--- config.mk ---
export PLATFORM = sky130hd
export DESIGN_NAME = shift_rot_unit
export DESIGN_NICKNAME = d
export VERILOG_FILES = /design/src/rtl/srt_pkg.sv /design/src/rtl/srt_decode.sv /design/src/rtl/srt_alu.sv /design/src/rtl/srt_seq.sv /design/src/rtl/shift_rot_unit.sv
export SDC_FILE = /design/constraint.sdc
export NUM_CORES = 1
export LEC_CHECK = 0
export BUFFER_PORTS_ARGS = -buffer_cell sky130_fd_sc_hd__buf_2
export CORE_UTILIZATION = 54
export CTS_BUF_LIST = sky130_fd_sc_hd__clkbuf_16
export CTS_CLUSTER_DIAMETER = 30
export DETAILED_ROUTE_END_ITERATION = 8
export HOLD_SLACK_MARGIN = 0.03
export PLACE_DENSITY_LB_ADDON = 0.15
export SYNTH_ARGS = -nofsm -noshare
export SYNTH_HDL_FRONTEND = slang
export SYNTH_SLANG_ARGS = --single-unit
export TNS_END_PERCENT = 20
--- constraint.sdc ---
create_clock -name clk -period 4.76 [get_ports clk]
set_clock_uncertainty 0.1 [all_clocks]
set_input_delay 0.952 -clock clk [delete_from_list [all_inputs] [get_ports clk]]
set_output_delay 0.952 -clock clk [all_outputs]
set_load 0.05 [all_outputs]
--- src/rtl/srt_pkg.sv ---
// Package: shared types for the shift/rotate execution unit.
// Assumes the opcode bits [6:5] select the operation directly.
package srt_pkg;

    // Operation selected by opcode bits [6:5]
    typedef enum logic [1:0] {
        OP_SHL  = 2'b00,
        OP_ROTL = 2'b01,
        OP_SHR  = 2'b10,
        OP_ROTR = 2'b11
    } shop_e;

    // Operand location
    typedef enum logic [2:0] {
        AM_ACC  = 3'd0,
        AM_ZP   = 3'd1,
        AM_ZPX  = 3'd2,
        AM_ABS  = 3'd3,
        AM_ABSX = 3'd4
    } amode_e;

    // Decoded instruction
    typedef struct packed {
        logic       legal;
        shop_e      op;
        amode_e     mode;
        logic [1:0] nbytes;
        logic [2:0] ncyc;
    } decode_t;

endpackage

--- src/rtl/srt_decode.sv ---
// Module: srt_decode
// Maps an opcode byte to operation, operand form, byte length and cycle
// count. Purely combinational. Assumes bit 7 = 0 for every legal opcode.
module srt_decode
    import srt_pkg::*;
(
    input  logic [7:0] opcode,
    output decode_t    dec
);

    // Decode the low five bits to an operand form and its cost
    always_comb begin
        dec        = '0;
        dec.op     = shop_e'(opcode[6:5]);
        dec.mode   = AM_ACC;
        if (!opcode[7]) begin
            case (opcode[4:0])
                5'h0A: begin dec.legal = 1'b1; dec.mode = AM_ACC;  dec.nbytes = 2'd1; dec.ncyc = 3'd2; end
                5'h06: begin dec.legal = 1'b1; dec.mode = AM_ZP;   dec.nbytes = 2'd2; dec.ncyc = 3'd5; end
                5'h16: begin dec.legal = 1'b1; dec.mode = AM_ZPX;  dec.nbytes = 2'd2; dec.ncyc = 3'd6; end
                5'h0E: begin dec.legal = 1'b1; dec.mode = AM_ABS;  dec.nbytes = 2'd3; dec.ncyc = 3'd6; end
                5'h1E: begin dec.legal = 1'b1; dec.mode = AM_ABSX; dec.nbytes = 2'd3; dec.ncyc = 3'd7; end
                default: dec.legal = 1'b0;
            endcase
        end
    end

endmodule

--- src/rtl/srt_alu.sv ---
// Module: srt_alu
// One-position shift/rotate of a W-bit value with carry in and out, plus
// the sign and zero indications of the result. Combinational.
module srt_alu
    import srt_pkg::*;
#(
    parameter int W = 8
) (
    input  shop_e          op,
    input  logic [W-1:0]   a,
    input  logic           cin,
    output logic [W-1:0]   res,
    output logic           cout,
    output logic           neg,
    output logic           zero
);

    // Select the bit that enters the vacated end
    always_comb begin
        case (op)
            OP_SHL:  {cout, res} = {a, 1'b0};
            OP_ROTL: {cout, res} = {a, cin};
            OP_SHR:  {res, cout} = {1'b0, a};
            default: {res, cout} = {cin, a};
        endcase
    end

    // Result indications
    always_comb begin
        neg  = res[W-1];
        zero = ~|res;
    end

endmodule

--- src/rtl/srt_seq.sv ---
// Module: srt_seq
// Down-counter that times one instruction. Loaded with the cycle count on
// launch; its value names the phase of the read-modify-write sequence.
// Assumes the load value is at least 2.
module srt_seq #(
    parameter int CNT_W = 3
) (
    input  logic             clk,
    input  logic             rst_n,
    input  logic             launch,
    input  logic [CNT_W-1:0] load_cnt,
    output logic             busy,
    output logic             ph_read,
    output logic             ph_capture,
    output logic             ph_wold,
    output logic             ph_last
);

    localparam logic [CNT_W-1:0] CNT_READ = CNT_W'(4);
    localparam logic [CNT_W-1:0] CNT_CAP  = CNT_W'(3);
    localparam logic [CNT_W-1:0] CNT_WOLD = CNT_W'(2);
    localparam logic [CNT_W-1:0] CNT_LAST = CNT_W'(1);

    logic [CNT_W-1:0] cnt;

    // Count the remaining cycles of the instruction
    always_ff @(posedge clk) begin
        if (!rst_n)          cnt <= '0;
        else if (launch)     cnt <= load_cnt;
        else if (cnt != '0)  cnt <= cnt - CNT_W'(1);
    end

    // Phase decode from the remaining-cycle count
    always_comb begin
        busy       = (cnt != '0);
        ph_read    = (cnt == CNT_READ);
        ph_capture = (cnt == CNT_CAP);
        ph_wold    = (cnt == CNT_WOLD);
        ph_last    = (cnt == CNT_LAST);
    end

endmodule

--- src/rtl/shift_rot_unit.sv ---
// Module: shift_rot_unit
// Executes the 20 single-bit shift/rotate opcodes on the accumulator or
// on a memory byte, with cycle-exact read-modify-write timing.
// Assumes the effective address is ready at start and that memory read data
// returns one cycle after the read strobe.
module shift_rot_unit
    import srt_pkg::*;
#(
    parameter int DATA_W = 8,
    parameter int ADDR_W = 16,
    parameter int CNT_W  = 3
) (
    input  logic              clk,
    input  logic              rst_n,
    input  logic              start,
    input  logic [7:0]        opcode,
    input  logic [ADDR_W-1:0] ea,
    input  logic [DATA_W-1:0] acc_in,
    input  logic              carry_in,
    output logic              busy,
    output logic              done,
    output logic              illegal,
    output logic [1:0]        len_bytes,
    output logic [CNT_W-1:0]  len_cycles,
    output logic [DATA_W-1:0] acc_out,
    output logic              flag_n,
    output logic              flag_z,
    output logic              flag_c,
    output logic [ADDR_W-1:0] mem_addr,
    output logic              mem_rd,
    output logic              mem_we,
    output logic [DATA_W-1:0] mem_wdata,
    input  logic [DATA_W-1:0] mem_rdata
);

    localparam int PAGE_W = 8;
    localparam int HIGH_W = ADDR_W - PAGE_W;

    decode_t           dec;
    logic              launch;
    logic              ph_read, ph_capture, ph_wold, ph_last;
    shop_e             op_q;
    logic              is_mem_q, zp_q, cin_q, illegal_q;
    logic [ADDR_W-1:0] addr_q;
    logic [DATA_W-1:0] opnd_q, res_q;
    logic [DATA_W-1:0] alu_res;
    logic              alu_cout, alu_neg, alu_zero;

    srt_decode u_dec (
        .opcode (opcode),
        .dec    (dec)
    );

    // Accept a request only when idle and the opcode is defined
    always_comb launch = start && !busy && dec.legal;

    srt_seq #(.CNT_W(CNT_W)) u_seq (
        .clk        (clk),
        .rst_n      (rst_n),
        .launch     (launch),
        .load_cnt   (CNT_W'(dec.ncyc)),
        .busy       (busy),
        .ph_read    (ph_read),
        .ph_capture (ph_capture),
        .ph_wold    (ph_wold),
        .ph_last    (ph_last)
    );

    srt_alu #(.W(DATA_W)) u_alu (
        .op   (op_q),
        .a    (opnd_q),
        .cin  (cin_q),
        .res  (alu_res),
        .cout (alu_cout),
        .neg  (alu_neg),
        .zero (alu_zero)
    );

    // Latch the instruction context on launch
    always_ff @(posedge clk) begin
        if (!rst_n) begin
            op_q       <= OP_SHL;
            is_mem_q   <= 1'b0;
            zp_q       <= 1'b0;
            cin_q      <= 1'b0;
            addr_q     <= '0;
            len_bytes  <= '0;
            len_cycles <= '0;
        end else if (launch) begin
            op_q       <= dec.op;
            is_mem_q   <= (dec.mode != AM_ACC);
            zp_q       <= (dec.mode == AM_ZP) || (dec.mode == AM_ZPX);
            cin_q      <= carry_in;
            addr_q     <= ea;
            len_bytes  <= dec.nbytes;
            len_cycles <= CNT_W'(dec.ncyc);
        end
    end

    // Operand register: accumulator on launch, memory byte on capture
    always_ff @(posedge clk) begin
        if (!rst_n)                       opnd_q <= '0;
        else if (launch)                  opnd_q <= acc_in;
        else if (ph_capture && is_mem_q)  opnd_q <= mem_rdata;
    end

    // Result and flags take effect entering the final cycle
    always_ff @(posedge clk) begin
        if (!rst_n) begin
            res_q   <= '0;
            acc_out <= '0;
            flag_n  <= 1'b0;
            flag_z  <= 1'b0;
            flag_c  <= 1'b0;
        end else if (ph_wold) begin
            res_q  <= alu_res;
            flag_n <= alu_neg;
            flag_z <= alu_zero;
            flag_c <= alu_cout;
            if (!is_mem_q) acc_out <= alu_res;
        end
    end

    // One-cycle pulse for a rejected opcode
    always_ff @(posedge clk) begin
        if (!rst_n) illegal_q <= 1'b0;
        else        illegal_q <= start && !busy && !dec.legal;
    end

    // Drive completion and the memory port from the phase
    always_comb begin
        illegal   = illegal_q;
        done      = ph_last;
        mem_rd    = is_mem_q && ph_read;
        mem_we    = is_mem_q && (ph_wold || ph_last);
        mem_wdata = ph_wold ? opnd_q : res_q;
        mem_addr  = zp_q ? {{HIGH_W{1'b0}}, addr_q[PAGE_W-1:0]} : addr_q;
    end

endmodule

==> impl_metrics.csv, run 1 <==
group,metric,value,unit
outcome,status,"finished, final reports clean",
synthesis,synth_nets,333,
clock_network,cts.sinks,55,
clock_network,cts_hold_buf,0,
clock_network,clockBufferDepth,2,
place,place_congestion,0.8310,
timing,fin_crit,3.145,ns
timing,tightestPinTransition,0.8364,ns
synthesis,synth-seq-area-share,41.83,%
floorplanning,die_w,71.82,um
route,num_vias,2121,
clock_network,cts_buffers,5,
floorplanning,num_rows,25,
timing,setup_viol,0,
timing,whs,0.3533,ns
layout,instances_no_fill,409,
setup_path,arrival,2.09,ns
power_and_ir_drop,ir_worst_vdd,0.2041,mV
timing,post-route-period-util,66.06,%
synthesis,syn_inst,284,
setup_path,cp_num_buf_inv,2,
setup_path,crit_required,3.71,ns
synthesis,ys_ff_latch,55,
synthesis,synthAdderAreaFrac,2.376,%
clock_network,post_cts_buffers,0,
setup_path,cp_common_cell,"nand2_1",
synthesis,synthSimpleGateAreaFrac,22.96,%
route,firstDrtPassIters,4,
route,drc,0,
clock_network,root_buffer,"clkbuf_16",
synthesis,synthFlopType,"dfxtp_1",
setup_path,start_kind,"flop",
synthesis,synth_top_family_by_area,"simple AND/OR/NAND/NOR gates",
floorplanning,io_pins,89,
power_and_ir_drop,powerDensity,430.4,nW/um^2
place,place_inst,401,
clock_network,cts_tree,"built",
route,wl,5.294,mm
setup_path,path_delay_family,"simple AND/OR/NAND/NOR gates",
global_routing,antenna_found_initial,0,
clock_network,cts_htree_levels,2,
clock_network,cts.clk_slew.worst_paths,0.07,ns
place,portBuffers,88,
global_routing,grt_max_degree,57,
global_routing,grt_pass1_vias,1950,
timing,tns,0,ns
layout,area_delta_synth_final,19.39,%
timing,max_freq,318.0,MHz
synthesis,avgSynthCellArea,9.269,sq um
layout,nets,403,
global_routing,grt_overflow_total,0,
floorplanning,core_area,4692,sq um
setup_path,crit_path_end_kind,"primary output",
route,drt_iter0_drc,97,
place,place_area,3003,sq um
setup_path,cp_slowest_cell,"nor2b_1",
floorplanning,die-area,5158,sq um
floorplanning,die_h,71.82,um
run,max_cap_viol_count,0,
timing,hold_viol,0,
synthesis,syn_area,2633,sq um
route,viasPerCell,5.186,
timing,rsz0062_at_grt,"no",
route,detail_route.wl_per_cell,12.94,um
timing,relSlewSlack,44.24,%
clock_network,clock_latency,0.28,ns
power_and_ir_drop,p_leak,1.813,nW
layout,fin_area,3143,sq um
setup_path,path_class,"flop to primary output",
synthesis,synthMuxAreaShare,12.93,%
synthesis,synth_xor_area_share,0.3327,%
timing,finalMaxSlewViolations,0,
setup_path,cpPeakStageDelay,0.66,ns
place,dp.final_hpwl,3.700,mm
global_routing,grt_util_all_layers,20.95,%
layout,diodes,0,
synthesis,yosysUniqueCellTypes,40,
global_routing,grt_pass1_wl,8.521,mm
layout,drive_above_1_share,28.73,%
synthesis,ys_warn_count,0,
route,antenna_left,0,
worst_hold_path,hold_class,"flop to flop",
floorplanning,initial_core_util,56.11,%
synthesis,synth-edff-count,0,
synthesis,synth_compound_area_share,13.07,%
layout,finish.utilization,66.99,%
setup_path,worstPathCellList,"inv_1 > ha_1 > nor2b_1 > nand2_1 > nand2_1 > buf_2",
synthesis,async_reset_ff_share,0,%
clock_network,cts_resized,0,
setup_path,critPathMaxFanout,11,
setup_path,r2r_setup_slack,2.65,ns
-- through the flow --
stage,setup slack (ns),power (mW)
6_report,1.615,1.353
5_1_grt,1.392,1.427
4_1_cts,1.616,1.364
3_5_place_dp,1.958,1.015
3_3_place_gp,2.025,1.010
2_1_floorplan,1.930,0.9158
-- cell usage after synthesis (2+ instances only) --
master / instances / area [sq um]
nor2b_1: 31 / 193.9
o211a_1: 16 / 160.2
a21oi_1: 2 / 10.01
nand2b_1: 2 / 12.51
inv_1: 4 / 15.01
o21ai_1: 8 / 40.04
a31oi_1: 2 / 12.51
nor2_1: 4 / 15.01
buf_4: 9 / 67.56
ha_1: 5 / 62.56
mux2i_1: 34 / 340.3
nand3_1: 2 / 10.01
o21ai_0: 3 / 15.01
dfxtp_1: 55 / 1101
o21a_1: 2 / 15.01
clkbuf_1: 7 / 26.28
and3_1: 2 / 12.51
nand2_1: 51 / 191.4
a21boi_1: 8 / 60.06
and2_1: 9 / 56.30
buf_6: 2 / 22.52
buf_2: 8 / 40.04
-- cells in the final DEF, fill, tap and decap left out, types with 2 or more instances in the layout --
cell	n
a21boi_1	8
a21oi_1	2
a31oi_1	2
and2_1	9
and3_1	2
buf_2	88
clkbuf_16	5
clkinv_2	3
dfxtp_1	55
ha_1	5
inv_1	4
mux2i_1	34
nand2_1	51
nand2b_1	2
nand3_1	2
nor2_1	4
nor2b_1	31
o211a_1	16
o21a_1	2
o21ai_0	3
o21ai_1	8
-- cell type report --
type / count / area (sq um)
fill: 402 / 1549
timing repair buffer: 89 / 447.9
multi-input combinational: 199 / 1371
sequential: 55 / 1101
clock inverter: 3 / 15.01
clock buffer: 5 / 125.1
inverter: 4 / 15.01
tap: 54 / 67.56
-- registers in the layout, summed over array words and instances, names as in the netlist --
register and cells:
illegal 1, u_seq.cnt 3, addr_q 16, res_q 7, len_cycles 2, cin_q 1
opnd_q 8, flag_z 1, zp_q 1, op_q 2, flag_n 1, flag_c 1
acc_out 8, len_bytes 2, is_mem_q 1
-- logic make-up (layout without fill, tap and decap cells) --
| group | after synthesis | in the layout |
|---|---|---|
| AO/OA/AOI/OAI | 44 | 44 |
| XOR/XNOR | 1 | 1 |
| adder cells (fa/ha/maj) | 5 | 5 |
| buffers and inverters | 30 | 101 |
| flip-flops | 55 | 55 |
| multiplexers | 34 | 34 |
| AND/OR/NAND/NOR | 115 | 115 |
-- worst register-to-register path, delay by kind of cell (launching register included) --
family,cells,cell delay (ns)
and+or+nand+nor,2,0.52
buffers and inverters,2,0.44
AOI/OAI and AO/OA,2,0.40
DFF,1,0.35
adders and majority gates,1,0.20
-- report_power, final --
part	internal (mW)	switching, mW	total [mW]
sequential	0.510	0.0393	0.550
clock	0.192	0.156	0.348
combinational	0.137	0.318	0.455
-- layer usage --
layer  part of all wire [%]  vias to the layer above  routed length [um]  track usage [%]
met2                     46                       59                2432            34.80
met1                     47                      966                2474            26.24
li1                       -                     1088                   -                -
met5                      0                        -                   0                0
met3                    5.7                        8                 304            5.204
met4                    1.5                        0                  82            8.061
-- final timing paths --
check,from,to,cells after the start
max,u_seq.cnt[0],mem_wdata[6],6
min,len_cycles[1],len_cycles[1],2
max reg2reg,u_seq.cnt[0],u_seq.cnt[0],7
min reg2reg,len_cycles[1],len_cycles[1],2
No activity file was read; power rests on OpenSTA's default activity.
==> run 2, diff against run 1 <==
- CORE_UTILIZATION: 54 -> 45
- clock period: 4.76 -> 2.8 ns (I/O delays scaled with it)
==> run 2 against run 1 <==
Net effect:
- total power grew 85%
- critical path depth grew 1
- clock-buffer cell count stayed put
- non-clock buffer count rose by 5
- design area increased by 3.5%
- sequential share of layout area fell by 1.2 points
- register-to-register slack lost 1.9 ns
- global-route usage decreased by 1.7 points
- die area grew 19%
- cell count up 5.6%
- critical endpoint is now mem_wdata[7]
==> impl_metrics.csv, run 2 (same netlist as run 1, synthesis figures left out) <==
group,metric,value,unit
global_routing,antenna_found_initial,0,
floorplanning,die-area,6160,sq um
place,place_area,3063,sq um
global_routing,grt_pass1_vias,2030,
clock_network,post_cts_buffers,0,
timing,whs,0.3665,ns
route,antenna_left,0,
clock_network,root_buffer,"clkbuf_16",
global_routing,grt_util_all_layers,19.26,%
global_routing,grt_use_met1,25.71,%
floorplanning,core_area,5574,sq um
timing,max_freq,414.6,MHz
floorplanning,io_pins,89,
route,detail_route.wl_per_cell,12.97,um
route,wl,5.601,mm
setup_path,crit_required,2.14,ns
global_routing,met3_usage,4.884,%
setup_path,r2r_start,"u_seq.cnt[0]",
timing,finalMaxSlewViolations,0,
layout,fin_area,3252,sq um
timing,tns,0,ns
layout,area.sequential,1101,sq um
timing,relSlewSlack,58.51,%
outcome,status,"finished, final reports clean",
place,place_congestion,0.8023,
global_routing,grt_max_degree,30,
route,drc,0,
route,num_vias,2147,
timing,setup_slack,0.3879,ns
setup_path,critPathMaxFanout,19,
place,dp.final_hpwl,4.139,mm
floorplanning,num_rows,27,
timing,hold_viol,0,
clock_network,cts_hold_buf,0,
clock_network,cts_tree,"built",
route,viasPerCell,4.970,
worst_hold_path,hold_class,"flop to flop",
global_routing,gr-max-usage-layer,"met2",
timing,setup_viol,0,
setup_path,arrival,1.75,ns
timing,rsz0062_at_grt,"no",
layout,final_cell_mix,"88 x buf_2, 55 x dfxtp_1, 51 x nand2_1",
route,firstDrtPassIters,4,
layout,multi_input_area,1371,sq um
clock_network,cts_resized,0,
global_routing,grt_pass1_wl,9.370,mm
layout,nets,408,
timing,post-route-period-util,86.15,%
layout,diodes,0,
layout,largest_reg_flops,16,
run,max_cap_viol_count,0,
global_routing,grt_overflow_total,0,
clock_network,clock_latency,0.29,ns
worst_hold_path,hold_start,"res_q[0]",
clock_network,cts_buffers,5,
global_routing,grt_util_met2,30.96,%
place,pre_cts_ws,0.5755,ns
layout,nFillCells,550,
route,drt_iter0_drc,159,
setup_path,start_kind,"flop",
power_and_ir_drop,p_leak,1.857,nW
layout,layout_commonest_cell,"buf_2",
timing,tightestPinTransition,0.6221,ns
clock_network,clockBufferDepth,2,
power_and_ir_drop,p_total,2.509,mW
power_and_ir_drop,ir_worst_vdd,0.3753,mV
floorplanning,die_w,78.49,um
layout,biggestRegsByFlops,"addr_q (16), acc_out (8), opnd_q (8)",
worst_hold_path,min_path_cells,2,
setup_path,r2r_setup_slack,0.71,ns
floorplanning,die_h,78.49,um
timing,fin_crit,2.412,ns
setup_path,crit_path_end_kind,"primary output",
setup_path,path_class,"flop to primary output",
power_and_ir_drop,powerDensity,771.5,nW/um^2
setup_path,reg2reg_depth,6,
setup_path,regToRegEndpoint,"u_seq.cnt[0]",
clock_network,cts.clk_slew.worst_paths,0.07,ns
layout,drive_above_1_share,29.44,%
layout,top_register,"addr_q",
clock_network,cts_htree_levels,2,
place,portBuffers,88,
layout,area_delta_synth_final,23.53,%
floorplanning,initial_core_util,47.23,%
worst_hold_path,hold_path_end,"res_q[0]",
clock_network,cts.sinks,55,
run 2: through the flow:
| stage | utilization [%] | std cells |
|---|---|---|
| 3_3_place_gp | 54.95 | 424 |
| 4_1_cts | 58.34 | 432 |
| 6_report | 58.34 | 432 |
| 5_1_grt | 58.34 | 432 |
| 2_1_floorplan | - | 284 |
| 3_5_place_dp | 54.95 | 424 |
run 2: worst max path at each step:
| stage | depth (start not counted) | slack, ns | to | from |
|---|---|---|---|---|
| finish | 7 | 0.39 | mem_wdata[7] | u_seq.cnt[0] |
| global route | 7 | 0.24 | mem_wdata[6] | u_seq.cnt[0] |
| CTS | 7 | 0.38 | mem_wdata[6] | u_seq.cnt[0] |
| detailed placement | 6 | 0.58 | addr_q[5] | opcode[3] |
| global placement | 6 | 0.63 | addr_q[4] | opcode[3] |
| floorplan | 4 | 0.36 | mem_we | u_seq.cnt[0] |
run 2: routing by layer:
metal / vias up / routed length [um]
met5: - / 0
met1: 970 / 2603
met4: 0 / 42
met2: 70 / 2575
li1: 1102 / -
met3: 5 / 380
run 2: final cells by class:
class	instances	share of cell area [%]
multi-input cells	199	42.17
flip-flops and latches	55	33.86
repair buffers	94	14.93
clock buffers	5	3.848
well taps	72	2.770
clock inverters	3	1.962
inverters	4	0.4617
run 2: report_power, final:
group          leakage [nW]  internal [mW]  switching (mW)
clock network        0.0952          0.509           0.271
logic                  1.32          0.250           0.545
registers             0.445          0.867          0.0662
run 2: critical path: stages (launching register included):
cell	delay (ns)
dfxtp_1	0.40
inv_1	0.10
ha_1	0.23
nand2b_1	0.07
buf_4	0.22
nand2_1	0.10
nand2_1	0.08
buf_2	0.26
